$ cat src/rtl/swd_pkg.sv
// Shared types and helpers for the serial wire debug engine.
// Assumes least-significant-bit-first ordering on the wire.
package swd_pkg;

    typedef enum logic [2:0] {
        ST_IDLE,
        ST_LEAD,
        ST_HDR,
        ST_ACK,
        ST_TURN,
        ST_TSEL,
        ST_WDAT,
        ST_RDAT
    } seq_state_t;

    localparam logic [2:0] ACK_OK    = 3'b001;
    localparam logic [2:0] ACK_WAIT  = 3'b010;
    localparam logic [2:0] ACK_FAULT = 3'b100;

    localparam int LEAD_SLOTS = 2;
    localparam int HDR_BITS   = 8;
    localparam int ACK_BITS   = 3;
    localparam int TURN_SLOTS = 2;
    localparam int TSEL_SLOTS = 5;

    // Header, bit 0 leaves first: start, port, dir, a2, a3, parity, stop, park.
    function automatic logic [HDR_BITS-1:0] make_header(input logic ap,
                                                       input logic rd,
                                                       input logic [1:0] addr);
        logic par;
        par = ap ^ rd ^ addr[0] ^ addr[1];
        return {1'b1, 1'b0, par, addr[1], addr[0], rd, ap, 1'b1};
    endfunction

endpackage

$ cat src/rtl/swd_bitclk.sv
// Bit slot timer. While run is high it splits time into slots of
// 2*HALF clocks: clock 0 low (data setup), clocks 1..HALF high, the rest
// low. slot_end marks the last clock of a slot, after the falling edge.
// Assumes HALF >= 2 so that at least one low clock follows the fall.
module swd_bitclk #(
    parameter int HALF = 2
) (
    input  logic clk,
    input  logic rst_n,
    input  logic run,
    output logic swclk,
    output logic slot_end
);
    localparam int PERIOD = 2 * HALF;
    localparam int CW     = $clog2(PERIOD);

    logic [CW-1:0] cnt;

    // Slot phase counter, held at zero when idle.
    always_ff @(posedge clk) begin
        if (!rst_n || !run) begin
            cnt <= '0;
        end else if (cnt == CW'(PERIOD - 1)) begin
            cnt <= '0;
        end else begin
            cnt <= cnt + 1'b1;
        end
    end

    // Decode the clock level and the end-of-slot strobe from the phase.
    always_comb begin
        swclk    = run && (cnt >= CW'(1)) && (cnt <= CW'(HALF));
        slot_end = run && (cnt == CW'(PERIOD - 1));
    end

    // the capture point comes after the clock has fallen.
    a_r1_end_low: assert property (@(posedge clk) disable iff (!rst_n)
        slot_end |-> !swclk);

    // the clock never falls while the timer is stopped mid-slot.
    a_r1_fall_running: assert property (@(posedge clk) disable iff (!rst_n)
        $fell(swclk) |-> run);

endmodule

$ cat src/rtl/swd_seq.sv
// Packet sequencer. Takes one request, walks the lead-in, header,
// acknowledge, turnaround and data phases one slot at a time, and owns the
// single shift register used for both directions of the data line.
// Assumes slot_end comes from swd_bitclk running while busy_o is high.
module swd_seq
    import swd_pkg::*;
#(
    parameter int DATA_W = 32
) (
    input  logic              clk,
    input  logic              rst_n,
    input  logic              req,
    input  logic              req_ap,
    input  logic              req_rd,
    input  logic [1:0]        req_addr,
    input  logic              req_tsel,
    input  logic [DATA_W-1:0] req_wdata,
    input  logic              slot_end,
    input  logic              swdio_in,
    output logic              busy_o,
    output logic              done_o,
    output logic [2:0]        ack_o,
    output logic [DATA_W-1:0] rdata_o,
    output logic              parity_err_o,
    output logic              swdio_out_o,
    output logic              swdio_oe_o
);
    localparam int SH_W  = DATA_W + 1;
    localparam int CNT_W = $clog2(SH_W);

    seq_state_t            state;
    logic [CNT_W-1:0]      bcnt;
    logic [CNT_W-1:0]      lim;
    logic                  last;
    logic [SH_W-1:0]       sh;
    logic [SH_W-1:0]       sh_in;
    logic [2:0]            ack_sh;
    logic [2:0]            ack_in;
    logic [HDR_BITS-1:0]   hdr_q;
    logic                  rnw_q;
    logic                  tsel_q;
    logic [DATA_W-1:0]     wdata_q;
    logic                  oe_q;

    // Slot count of the current phase, minus one.
    always_comb begin
        case (state)
            ST_LEAD: lim = CNT_W'(LEAD_SLOTS - 1);
            ST_HDR:  lim = CNT_W'(HDR_BITS - 1);
            ST_ACK:  lim = CNT_W'(ACK_BITS - 1);
            ST_TURN: lim = CNT_W'(TURN_SLOTS - 1);
            ST_TSEL: lim = CNT_W'(TSEL_SLOTS - 1);
            ST_WDAT: lim = CNT_W'(SH_W - 1);
            ST_RDAT: lim = CNT_W'(SH_W - 1);
            default: lim = '0;
        endcase
    end

    // Incoming bits enter at the top so the first received ends at bit 0.
    always_comb begin
        last   = (bcnt == lim);
        sh_in  = {swdio_in, sh[SH_W-1:1]};
        ack_in = {swdio_in, ack_sh[2:1]};
    end

    // Main phase machine and datapath.
    always_ff @(posedge clk) begin
        if (!rst_n) begin
            state   <= ST_IDLE;
            bcnt    <= '0;
            sh      <= '0;
            ack_sh  <= '0;
            ack_o   <= '0;
            rdata_o <= '0;
            parity_err_o <= 1'b0;
            hdr_q   <= '0;
            rnw_q   <= 1'b0;
            tsel_q  <= 1'b0;
            wdata_q <= '0;
            oe_q    <= 1'b1;
            busy_o  <= 1'b0;
            done_o  <= 1'b0;
        end else begin
            done_o <= 1'b0;
            if (state == ST_IDLE) begin
                if (req) begin
                    state        <= ST_LEAD;
                    bcnt         <= '0;
                    sh           <= '0;
                    ack_sh       <= '0;
                    ack_o        <= '0;
                    parity_err_o <= 1'b0;
                    hdr_q        <= make_header(req_ap, req_rd, req_addr);
                    rnw_q        <= req_rd;
                    tsel_q       <= req_tsel;
                    wdata_q      <= req_wdata;
                    oe_q         <= 1'b1;
                    busy_o       <= 1'b1;
                end
            end else if (slot_end) begin
                bcnt <= last ? '0 : bcnt + 1'b1;
                case (state)
                    ST_LEAD: begin
                        if (last) begin
                            state <= ST_HDR;
                            sh    <= {{(SH_W-HDR_BITS){1'b0}}, hdr_q};
                        end
                    end
                    ST_HDR: begin
                        sh <= sh >> 1;
                        if (last) begin
                            oe_q  <= 1'b0;
                            state <= tsel_q ? ST_TSEL : ST_ACK;
                        end
                    end
                    ST_ACK: begin
                        ack_sh <= ack_in;
                        if (last) begin
                            ack_o <= ack_in;
                            if (ack_in == ACK_OK) begin
                                state <= rnw_q ? ST_RDAT : ST_TURN;
                            end else begin
                                state  <= ST_IDLE;
                                busy_o <= 1'b0;
                                done_o <= 1'b1;
                                oe_q   <= 1'b1;
                                sh     <= '0;
                            end
                        end
                    end
                    ST_TURN, ST_TSEL: begin
                        if (last) begin
                            state <= ST_WDAT;
                            sh    <= {^wdata_q, wdata_q};
                            oe_q  <= 1'b1;
                        end
                    end
                    ST_WDAT: begin
                        sh <= sh >> 1;
                        if (last) begin
                            state  <= ST_IDLE;
                            busy_o <= 1'b0;
                            done_o <= 1'b1;
                            sh     <= '0;
                        end
                    end
                    ST_RDAT: begin
                        sh <= sh_in;
                        if (last) begin
                            rdata_o      <= sh_in[DATA_W-1:0];
                            parity_err_o <= ^sh_in;
                            state        <= ST_IDLE;
                            busy_o       <= 1'b0;
                            done_o       <= 1'b1;
                            oe_q         <= 1'b1;
                            sh           <= '0;
                        end
                    end
                    default: state <= ST_IDLE;
                endcase
            end
        end
    end

    // Line drive: the shift register low bit, released when not enabled.
    always_comb begin
        swdio_oe_o  = oe_q;
        swdio_out_o = oe_q & sh[0];
    end

    // done is a single-clock strobe.
    a_r9_done_single: assert property (@(posedge clk) disable iff (!rst_n)
        done_o |=> !done_o);

    // the engine is free again in the clock that reports completion.
    a_r9_done_free: assert property (@(posedge clk) disable iff (!rst_n)
        done_o |-> !busy_o);

    // captured request fields hold while a packet is in flight.
    a_r9_fields_held: assert property (@(posedge clk) disable iff (!rst_n)
        ($past(busy_o) && busy_o) |-> ($stable(hdr_q) && $stable(wdata_q)));

    // the line is released in every slot the target may drive.
    a_r8_released: assert property (@(posedge clk) disable iff (!rst_n)
        (state == ST_ACK || state == ST_TURN || state == ST_TSEL ||
         state == ST_RDAT) |-> !swdio_oe_o);

    // lead-in slots drive the line low.
    a_r2_lead_low: assert property (@(posedge clk) disable iff (!rst_n)
        (state == ST_LEAD) |-> (swdio_oe_o && !swdio_out_o));

    // a parity error can only come out of a read.
    a_r6_perr_read: assert property (@(posedge clk) disable iff (!rst_n)
        (done_o && !rnw_q) |-> !parity_err_o);

endmodule

$ cat src/rtl/swd_engine.sv
// Serial wire debug host transaction engine, top level. Joins the bit slot
// timer and the packet sequencer. The sequencer's busy flag runs the timer.
// Assumes CLK_HALF >= 2 and a target that changes the line after a
// rising clock edge.
module swd_engine #(
    parameter int DATA_W   = 32,
    parameter int CLK_HALF = 2
) (
    input  logic              clk,
    input  logic              rst_n,
    input  logic              req_valid,
    input  logic              req_ap,
    input  logic              req_read,
    input  logic [1:0]        req_addr,
    input  logic              req_tsel,
    input  logic [DATA_W-1:0] req_wdata,
    output logic              busy,
    output logic              done,
    output logic [2:0]        resp_ack,
    output logic [DATA_W-1:0] resp_rdata,
    output logic              resp_parity_err,
    output logic              swclk,
    output logic              swdio_out,
    output logic              swdio_oe,
    input  logic              swdio_in
);
    logic slot_end;

    swd_bitclk #(.HALF(CLK_HALF)) u_bitclk (
        .clk      (clk),
        .rst_n    (rst_n),
        .run      (busy),
        .swclk    (swclk),
        .slot_end (slot_end)
    );

    swd_seq #(.DATA_W(DATA_W)) u_seq (
        .clk          (clk),
        .rst_n        (rst_n),
        .req          (req_valid),
        .req_ap       (req_ap),
        .req_rd       (req_read),
        .req_addr     (req_addr),
        .req_tsel     (req_tsel),
        .req_wdata    (req_wdata),
        .slot_end     (slot_end),
        .swdio_in     (swdio_in),
        .busy_o       (busy),
        .done_o       (done),
        .ack_o        (resp_ack),
        .rdata_o      (resp_rdata),
        .parity_err_o (resp_parity_err),
        .swdio_out_o  (swdio_out),
        .swdio_oe_o   (swdio_oe)
    );

    // no clock toggles on the link while the engine is idle.
    a_r1_idle_quiet: assert property (@(posedge clk) disable iff (!rst_n)
        (!busy && !$past(busy)) |-> !swclk);

    // the idle line is driven low.
    a_r10_idle_line: assert property (@(posedge clk) disable iff (!rst_n)
        !busy |-> (swdio_oe && !swdio_out));

endmodule

$ cat config.mk
export PLATFORM = sky130hd
export DESIGN_NAME = swd_engine
export DESIGN_NICKNAME = d
export VERILOG_FILES = /design/src/rtl/swd_pkg.sv /design/src/rtl/swd_bitclk.sv /design/src/rtl/swd_seq.sv /design/src/rtl/swd_engine.sv
export SDC_FILE = /design/constraint.sdc
export NUM_CORES = 1
export LEC_CHECK = 0
export BUFFER_PORTS_ARGS = -buffer_cell sky130_fd_sc_hd__buf_2
export CAP_MARGIN = 20
export CORE_MARGIN = 3
export CORE_UTILIZATION = 44
export DETAILED_ROUTE_END_ITERATION = 8
export GPL_ROUTABILITY_DRIVEN = 1
export MAX_ROUTING_LAYER = met4
export PLACE_DENSITY = 0.66
export SLEW_MARGIN = 20
export SYNTH_ARGS = -nofsm -noshare
export SYNTH_HDL_FRONTEND = slang
export SYNTH_SLANG_ARGS = --single-unit
$ cat constraint.sdc
create_clock -name clk -period 2.5 [get_ports clk]
set_clock_uncertainty 0.2 [all_clocks]
set_input_delay 0.375 -clock clk [delete_from_list [all_inputs] [get_ports clk]]
set_output_delay 0.375 -clock clk [all_outputs]
set_load 0.1 [all_outputs]
# Word-level counts from Yosys, hierarchy flattened
# Cells that the tools add are included.
# op_classes
addsub	2
bitwise	7
n_reduce_logical	32
magnitude_cmp	2
n_eq_ne	18
muxes	57
# ops
cell	n
33-bit 2-to-1 mux	8
33-bit one-hot mux with 6 select lines	1
3-bit 2-to-1 mux	18
33-bit XOR reduction	1
32-bit 2-to-1 mux	1
32-bit XOR reduction	1
6-bit one-hot mux with 5 select lines	1
6-bit 2-to-1 mux	4
7-bit AND reduction	3
1-bit 2-to-1 mux	19
3-bit by 1-bit inequality test with 1-bit output (second input constant)	6
3-bit one-hot mux with 5 select lines	1
3-bit equality test (second input constant)	4
4-bit AND reduction	3
2-bit nonzero test	4
2-bit OR reduction	4
7-bit nonzero test	1
6-bit by 1-bit adder with 6-bit output (second input constant)	1
3-bit by 1-bit equality test with 1-bit output (second input constant)	2
3-bit by 2-bit equality test with 1-bit output (second input constant)	2
6-bit equality test	1
6-bit AND reduction	1
3-bit OR reduction	2
1-bit one-hot mux with 2 select lines	2
other kinds (19)	27
# word_totals
input_bits	41
reg_bits	127

# Longest topological paths before layout
# Gate-level depths: netlist (run 1).
# logic_depth
depth_word	8
ltp_mapped	12
depth_no_buf	7

# By module
# A second synthesis (run 1) with hierarchy kept.
# unflattened
hier_cells	655
area_unflattened_um2	5753.0
# modules_own_cells
mod	instances	cells_each	area_per_inst_um2
swd_seq	1	645	5641.7
swd_bitclk	1	10	111.4

# Worst setup path before layout (run 1)
# No wires, ideal clock.
# synth_path
path_type	reg2out
startpoint	reg u_seq.busy_o
endpoint	out swclk
slack_ns	-1.406
n_path_buf	0
arrival_ns	3.331
t_required_ns	1.925
stages_incl_launch_ff	2
cell_sequence	dfxtp_1 > nor3b_1
# synth_via
elab_chain_len	2
# synth_rtl
item	line_no	source
start, declared	swd_seq.sv:20	output logic busy_o,
start signal, assigned	swd_seq.sv:81	busy_o <= 1'b0;
start signal, assigned	swd_seq.sv:98	busy_o <= 1'b1;
start signal, assigned	swd_seq.sv:124	busy_o <= 1'b0;
1-bit logical AND (2 in series)	swd_bitclk.sv:32	swclk = run && (cnt >= CW'(1)) && (cnt <= CW'(HALF));
end, declared	swd_engine.sv:22	output logic swclk,
# Every way passes these cells.

# Worst setup path after layout (run 1)
# layout_path
startpoint	reg u_seq.state[1]
endpoint	reg u_seq.rdata_o[23]
# layout_via
elab_chain_len	5
elab_cells_between_ends	14
cone_classes	eq/ne: 8; mux: 1; bitwise: 1; reduce/logical: 4
# layout_rtl
item	line_no	source
start, declared	swd_seq.sv:31	seq_state_t state;
start signal, assigned	swd_seq.sv:113	state <= tsel_q ? ST_TSEL : ST_ACK;
start signal, assigned	swd_seq.sv:121	state <= rnw_q ? ST_RDAT : ST_TURN;
3-bit equality test (tied with other cells)	swd_seq.sv:47	case (state)
2-bit OR reduction (no source line)	-	
6-bit one-hot mux with 5 select lines	swd_seq.sv:47	
6-bit equality test	swd_seq.sv:61	last = (bcnt == lim);
4-bit AND reduction (no source line) *	-	
end signal, assigned	swd_seq.sv:150	rdata_o <= sh_in[DATA_W-1:0];
end, declared	swd_seq.sv:23	output logic [DATA_W-1:0] rdata_o,
# Every way passes the cells marked *; elsewhere a longest branch is shown, timed or not.
# A chain may end at the register's enable or synchronous reset.

==> impl_results.md, run 1 <==
- Via-to-Cell Ratio: 5.592
- Vias in the first global route: 5335
- Final Worst Setup Slack: 44.59 ps
- IO buf count: 81
- # nets final: 841
- # DRC: 0
- Crit-path slowest cell: dfxtp_2
- Crit path capture type: flip-flop
- Ant. Diodes: 0
- DR iter-0 viols: 533
- Die Y: 122.7 µm
- Largest net degree at the start of global routing: 90
- RSZ-0062 raised after global routing: true
- Hold Crit Depth: 3
- FP Rows: 42
- First-pass GRT wire length: 26880 µm
- Fmax: 407.3 MHz
- Routed vias: 5497
- Setup crit start kind: flip-flop
- Detailed Routing Iterations Pass 1: 5
- Critical Path Start: u_seq.state[1]
- PD cells: 885.3 nW/µm²
- Clock sinks: 124
- Multi-input logic area: 3318 µm²
- CP cell instances: or2b_4 -> a2111oi_4 -> nand4_1 -> nor3_4 -> buf_6 -> buf_12 -> mux2i_1 -> nor2_1
- Final worst-path cycle share: 98.22%
- FF-to-FF path depth: 8
- Final hold viol count: 0
- Least-Margin Pin Slew: 558.5 ps
- Placeable Area: 13300 µm²
- Placed Area: 6754 µm²
- Status: complete, no violations
- WL per Instance: 17.13 µm
- Fin crit period: 2455 ps
- Hold Path Sink: u_seq.wdata_q[0]
- Clock root buffer: clkbuf_16
- Synth Register Bits: 124
- CTS buffer count: 17
- Register area share after synthesis: 41.39%
- Max-slew headroom: 62.77%
- I/O pin total: 82
- # H-tree levels: 4
- Die width: 122.7 µm
- Total chip power: 0.006762 W
- Synthesis Warnings: 0
- Fin Setup TNS: 0 ps
- WP data arrival: 2540 ps
- Hold_ws: 5.419 ps
- Die area: 15070 µm²
- Post-synth top flop: dfxtp_1
- R2r endpoint: u_seq.rdata_o[23]
- Total GRT Usage: 23.30%
- Hpwl dp: 10850 µm
- Initial antenna violation count: 0
- Max_cap viols: 0
- Max stage delay on crit path: 350 ps
- CTS tree: done
- HP Start: req_wdata[0]
- Post-Syn Nets: 738
- Setup CP Type: reg2reg
- Initial Util: 45.11%
- Leak: 3.140 nW
- CTS max path bufs: 2
- Min-delay worst type: in2reg
- Distinct cell type count after synthesis: 52
- Peak supply drop: 499.4 µV
- Worst Path Max Fanout: 11
- R2R setup slack: 40 ps
- Grt total ovfl: 0
- Drt total wl: 16840 µm
- Fill count: 1188
- Syn-to-layout area delta: 27.35%
- Post-synthesis async set-or-reset flop share: 0%
- Share of cells above drive strength 1: 22.43%
- Number of flops mapped to enable cells by yosys: 0
- Syn Inst Count: 694
- Slew Viols, Final: 0
- Storage cell area: 2487 µm²
- Data required time of the critical path: 2590 ps
- Crit Reg-Reg Startpoint: u_seq.state[1]
- Remaining antenna violation count: 0
- Place WS: -195.4 ps
- Final setup vio count: 0
- Synth Cell Area: 5997 µm²
- Syn_area_per_cell: 8.641 µm²
- Final GP Congestion: 0.7899
- Clock Latency Late Sink: 420 ps
- Clock-pin slew on the worst setup and hold paths: 50 ps
- Post-Layout Inst Area: 7637 µm²
through the flow:
stage          instances  util, %
3_5_place_dp         930    50.80
6_report             983    57.44
2_1_floorplan        694        -
4_1_cts              981    56.79
3_3_place_gp         930    50.80
5_1_grt              983    57.44
cells by family after synthesis:
family / count (synthesis) / share of synthesized area, %
compound gates: 130 / 15.67
mux: 34 / 5.696
flops: 124 / 41.39
buf+inv: 64 / 4.882
fa+ha+maj: 3 / 0.6260
xor+xnor: 71 / 10.60
simple gates: 268 / 21.14
how the worst max path moves through the flow:
stage                        end  slack, ps  cells after the start
3_3_place_gp         u_seq.sh[8]        -90                      9
5_1_grt        u_seq.rdata_o[23]        -80                      8
6_report       u_seq.rdata_o[23]         40                      8
4_1_cts        u_seq.rdata_o[23]         20                     11
3_5_place_dp         u_seq.sh[6]       -200                      9
2_1_floorplan  u_seq.rdata_o[31]         20                      8
cell usage in the layout, fill, tap and decap left out, types with 3 or more instances in the layout:
| cell | Yosys | routed |
|---|---|---|
| a21oi_1 | 64 | 63 |
| o211a_1 | 25 | 25 |
| dlygate4sd3_1 | 0 | 20 |
| nor2_1 | 58 | 56 |
| clkbuf_16 | 0 | 18 |
| o21ai_0 | 9 | 9 |
| buf_2 | 3 | 81 |
| a22oi_1 | 3 | 3 |
| nor3_1 | 5 | 3 |
| xor2_1 | 12 | 12 |
| a41oi_1 | 7 | 7 |
| buf_4 | 3 | 27 |
| mux2i_1 | 33 | 32 |
| and3_1 | 7 | 7 |
| nand3_1 | 4 | 4 |
| a211oi_2 | 7 | 7 |
| nand4_1 | 57 | 57 |
| ha_1 | 3 | 3 |
| xnor2_1 | 58 | 58 |
| dfxtp_1 | 124 | 120 |
| clkinv_2 | 0 | 6 |
| nand2b_1 | 5 | 4 |
| dfxtp_2 | 0 | 4 |
| nand2_1 | 115 | 114 |
| nor3b_1 | 5 | 4 |
| inv_1 | 5 | 5 |
| buf_12 | 0 | 9 |
power by group:
group	internal, W	switching [W]
sequential	0.00217	0.000240
clock	0.00136	0.000857
combinational	0.00100	0.00113
total	0.00453	0.00223
sequential cells by signal, summed over array words and instances, names as in the netlist:
register and cells:
u_seq.busy_o 1, u_seq.done_o 1, u_seq.parity_err_o 1, u_seq.swdio_oe_o 1
u_seq.bcnt 6, u_seq.ack_sh 2, u_seq.state 3, u_seq.ack_o 3
u_seq.hdr_q 6, u_seq.sh 33, u_seq.rdata_o 32, u_bitclk.cnt 2
u_seq.tsel_q 1, u_seq.wdata_q 32
synthesized netlist by cell type (2+ instances only):
cell	number	area, µm²
clkbuf_1	42	157.7
nor3_1	5	25.02
mux2i_1	33	330.3
nor2_1	58	217.7
a21oi_1	64	320.3
a211oi_2	7	87.58
a211oi_1	2	15.01
buf_6	5	56.30
and2_1	3	18.77
ha_1	3	37.54
o21ai_0	9	45.04
and3_1	7	43.79
buf_2	3	15.01
dfxtp_1	124	2482
xor2_1	12	105.1
a41oi_1	7	61.31
nor3b_1	5	37.54
nand3_1	4	20.02
nand4_1	57	356.6
nand2_1	115	431.7
inv_1	5	18.77
a22oi_1	3	22.52
or3_1	2	12.51
buf_4	3	22.52
o211a_1	25	250.2
xnor2_1	58	508.0
nand2b_1	5	31.28
buf_1	4	15.01
layer usage:
| metal | wire, µm | global-route usage [%] |
|---|---|---|
| met5 | 0 | - |
| met4 | 428 | 9.377 |
| met3 | 962 | 5.576 |
| met2 | 8047 | 36.49 |
| met1 | 7398 | 28.97 |
cell type report:
| class | instances | share of cell area, % |
|---|---|---|
| inverter | 7 | 0.3440 |
| tap | 176 | 2.883 |
| sequential | 124 | 32.57 |
| clock inverter | 9 | 0.9830 |
| clock buffer | 20 | 5.849 |
| multi-input combinational | 506 | 43.45 |
| timing repair buffer | 141 | 13.93 |
worst max-delay path, delay by kind of cell (launching register included):
| family | cells | cell delay, ps |
|---|---|---|
| AO/OA/AOI/OAI | 1 | 350 |
| buffers and inverters | 2 | 330 |
| flip-flops | 1 | 350 |
| multiplexers | 1 | 200 |
| AND/OR/NAND/NOR | 4 | 880 |
timing repair:
item	4_1_cts	5_1_grt
pin swaps	2	6
hold endpoints to repair	20	0
gates cloned	1	1
resized for setup	6	14
buffers inserted	1	1
setup endpoints to repair	60	80
hold buffers	20	0
(Power assumes the default switching activity.)
==> run 2: changes to the inputs <==
--- a/config.mk
+++ b/config.mk
@@ -8,11 +8,11 @@
 export BUFFER_PORTS_ARGS = -buffer_cell sky130_fd_sc_hd__buf_2
 export CAP_MARGIN = 20
 export CORE_MARGIN = 3
-export CORE_UTILIZATION = 44
+export CORE_UTILIZATION = 45
+export CTS_CLUSTER_DIAMETER = 30
 export DETAILED_ROUTE_END_ITERATION = 8
 export GPL_ROUTABILITY_DRIVEN = 1
 export MAX_ROUTING_LAYER = met4
-export PLACE_DENSITY = 0.66
 export SLEW_MARGIN = 20
 export SYNTH_ARGS = -nofsm -noshare
 export SYNTH_HDL_FRONTEND = slang
==> constraint.sdc (replaced) <==
create_clock -name clk -period 2.8 [get_ports clk]
set_clock_uncertainty 0.2 [all_clocks]
set_input_delay 0.42 -clock clk [delete_from_list [all_inputs] [get_ports clk]]
set_output_delay 0.42 -clock clk [all_outputs]
set_load 0.1 [all_outputs]
==> run 2 against run 1 <==
  * Sequential power decreased by 11%
  * Hold slack improved by 27 ps
  * Maximum frequency decreased by 5.4%
  * Design area decreased by 4.3%
  * Routed wire length decreased by 7.7%
  * Utilization decreased by 0.48 points
  * Sequential cell count unchanged
  * Largest power group is now the clock network
  * First-iteration DRC count decreased by 28%
  * Critical path depth increased by 2
  * Setup slack improved by 160 ps
==> impl_results.md, run 2 (same netlist as run 1, synthesis figures left out) <==
- Clock Latency Late Sink: 420 ps (about the same)
- Largest net degree at the start of global routing: 47 (-48%)
- DR iter-0 viols: 382 (-28%)
- Status: complete, no violations
- Die area: 14750 µm² (-2.1%)
- Setup CP Type: reg2reg
- Max reg flops: 33 (unchanged)
- IO buf count: 81 (unchanged)
- FP Rows: 41 (-2.4%)
- Via-to-Cell Ratio: 5.583 (-0.16%)
- Vias in the first global route: 5000 (-6.3%)
- Grt total ovfl: 0 (unchanged)
- CTS tree: done
- Final worst-path cycle share: 92.68% (-5.5 points)
- Final GP Congestion: 0.8890 (+13%)
- Routed vias: 5332 (-3.0%)
- Hold_ws: 32.48 ps (+27.06 ps)
- Crit path buffers/inverters: 3 (+1)
- Fin Setup TNS: 0 ps (unchanged)
- Peak supply drop: 532.1 µV (+6.6%)
- Total GRT Usage: 22.23% (-1.1 points)
- Most frequent cells in the layout: dfxtp_1, nand2_1, buf_2
- CTS hold repair buffers: 0 (-100%)
- # DRC: 0 (unchanged)
- Family with the most delay on the worst path: simple AND/OR/NAND/NOR gates
- Initial Util: 46.76% (+1.7 points)
- Detailed Routing Iterations Pass 1: 5 (unchanged)
- Worst Path Max Fanout: 20 (+9)
- Min-delay worst type: in2reg
- Biggest register: u_seq.sh
- CTS buffer count: 17 (unchanged)
- # H-tree levels: 4 (unchanged)
- CP cell instances: buf_4 -> buf_4 -> nand2_1 -> a21oi_1 -> or3_1 -> nand4_1 -> nand4_2 -> and2_1 -> buf_4 -> o211a_1
- Crit-path slowest cell: or3_1
- Remaining antenna violation count: 0 (unchanged)
- PD cells: 863.1 nW/µm² (-2.5%)
- Least-Margin Pin Slew: 669.7 ps (+111.3 ps)
- Share of cells above drive strength 1: 21.07% (-1.4 points)
- Final hold viol count: 0 (unchanged)
- WP data arrival: 2700 ps (+160 ps)
- Max stage delay on crit path: 450 ps (+100 ps)
- Crit path top cell by count: buf_4
- Setup repair bufs after CTS: 0 (-1)
- Syn-to-layout area delta: 21.82%
- RSZ-0062 raised after global routing: false
- Largest regs: u_seq.sh: 33 flops, u_seq.rdata_o: 32 flops, u_seq.wdata_q: 32 flops
- Slew Viols, Final: 0 (unchanged)
- Data required time of the critical path: 2910 ps (+320 ps)
- CTS max path bufs: 2 (unchanged)
- Clock sinks: 124 (unchanged)
- Fmax: 385.3 MHz (-5.4%)
- Clock root buffer: clkbuf_16
- Placeable Area: 12820 µm² (-3.5%)
- Final setup vio count: 0 (unchanged)
- Initial antenna violation count: 0 (unchanged)
- Commonest non-fill, non-tap cell in the layout: dfxtp_1
- Clock-pin slew on the worst setup and hold paths: 60 ps (about the same)
- Die width: 121.4 µm (-1.1%)
- Max-slew headroom: 55.29% (-7.5 points)
- # nets final: 814 (-3.2%)
- Drt total wl: 15540 µm (-7.7%)
- Hpwl dp: 10660 µm (-1.7%)
- Crit path capture type: flip-flop
- WL per Instance: 16.27 µm (-5.0%)
- I/O pin total: 82 (unchanged)
- Fin crit period: 2595 ps (+139.7 ps)
- Max_cap viols: 0 (unchanged)
- Fill count: 1210 (+1.9%)
- R2R setup slack: 200 ps (+160 ps)
- Ant. Diodes: 0 (unchanged)
- Setup crit start kind: flip-flop
- Leak: 3.030 nW (-3.5%)
- First-pass GRT wire length: 25230 µm (-6.1%)
- Die Y: 121.4 µm (-1.1%)
run 2: metal layers:
metal | vias up | GRT usage, % | wire, µm | part of all wire, %
met3 | 19 | 5.455 | 768 | 4.9
met1 | 2559 | 29.87 | 7361 | 47
met2 | 159 | 33.16 | 7182 | 46
met4 | 0 | 6.933 | 230 | 1.5
li1 | 2595 | - | - | -
met5 | - | - | 0 | 0
run 2: worst paths after layout:
path                  startpoint                end  cells past startpoint
setup / recovery  u_seq.state[1]       u_seq.sh[27]                     10
hold / removal     req_wdata[21]  u_seq.wdata_q[21]                      3
setup reg to reg  u_seq.state[1]       u_seq.sh[27]                     10
hold reg to reg   u_seq.hdr_q[3]     u_seq.hdr_q[3]                      2
run 2: area by class of cell:
class                   count  area, µm²  area share, %
well taps                 172      215.2          2.946
repair buffers            114      694.4          9.505
clock inverters            15      221.5          3.031
flip-flops and latches    124       2482          33.98
multi-input cells         506       3241          44.36
inverters                   7      26.28         0.3597
clock buffers              17      425.4          5.823
run 2: power breakdown:
| part | switching (W) | internal, W | leakage (nW) | total (W) |
|---|---|---|---|---|
| Sequential | 0.000211 | 0.00194 | 1.01 | 0.00215 |
| Clock | 0.000809 | 0.00158 | 0.305 | 0.00238 |
| Combinational | 0.000969 | 0.000803 | 1.71 | 0.00177 |
| Total | 0.00199 | 0.00432 | 3.03 | 0.00631 |
run 2: through the flow:
| stage | instance area [µm²] | utilization [%] | total power [W] | std cells | setup slack, ps |
|---|---|---|---|---|---|
| 6_report | 7306 | 56.97 | 0.006305 | 955 | 204.9 |
| 4_1_cts | 7297 | 56.90 | 0.006341 | 955 | 134.5 |
| 3_3_place_gp | 6650 | 51.85 | 0.003915 | 923 | 254.7 |
| 5_1_grt | 7306 | 56.97 | 0.006612 | 955 | 0.6350 |
| 3_5_place_dp | 6650 | 51.85 | 0.003938 | 923 | 140.8 |
| 2_1_floorplan | 6008 | - | 0.003510 | 694 | 173.7 |
run 2: repair_timing:
action	in CTS	in global routing
endpoints found under the hold margin	0	0
setup endpoints to repair	0	15
resized for setup	0	2
run 2: tightest hold or removal path, stage by stage:
cell and delay, ps:
buf_2 90, nand2_1 40, a21oi_1 50
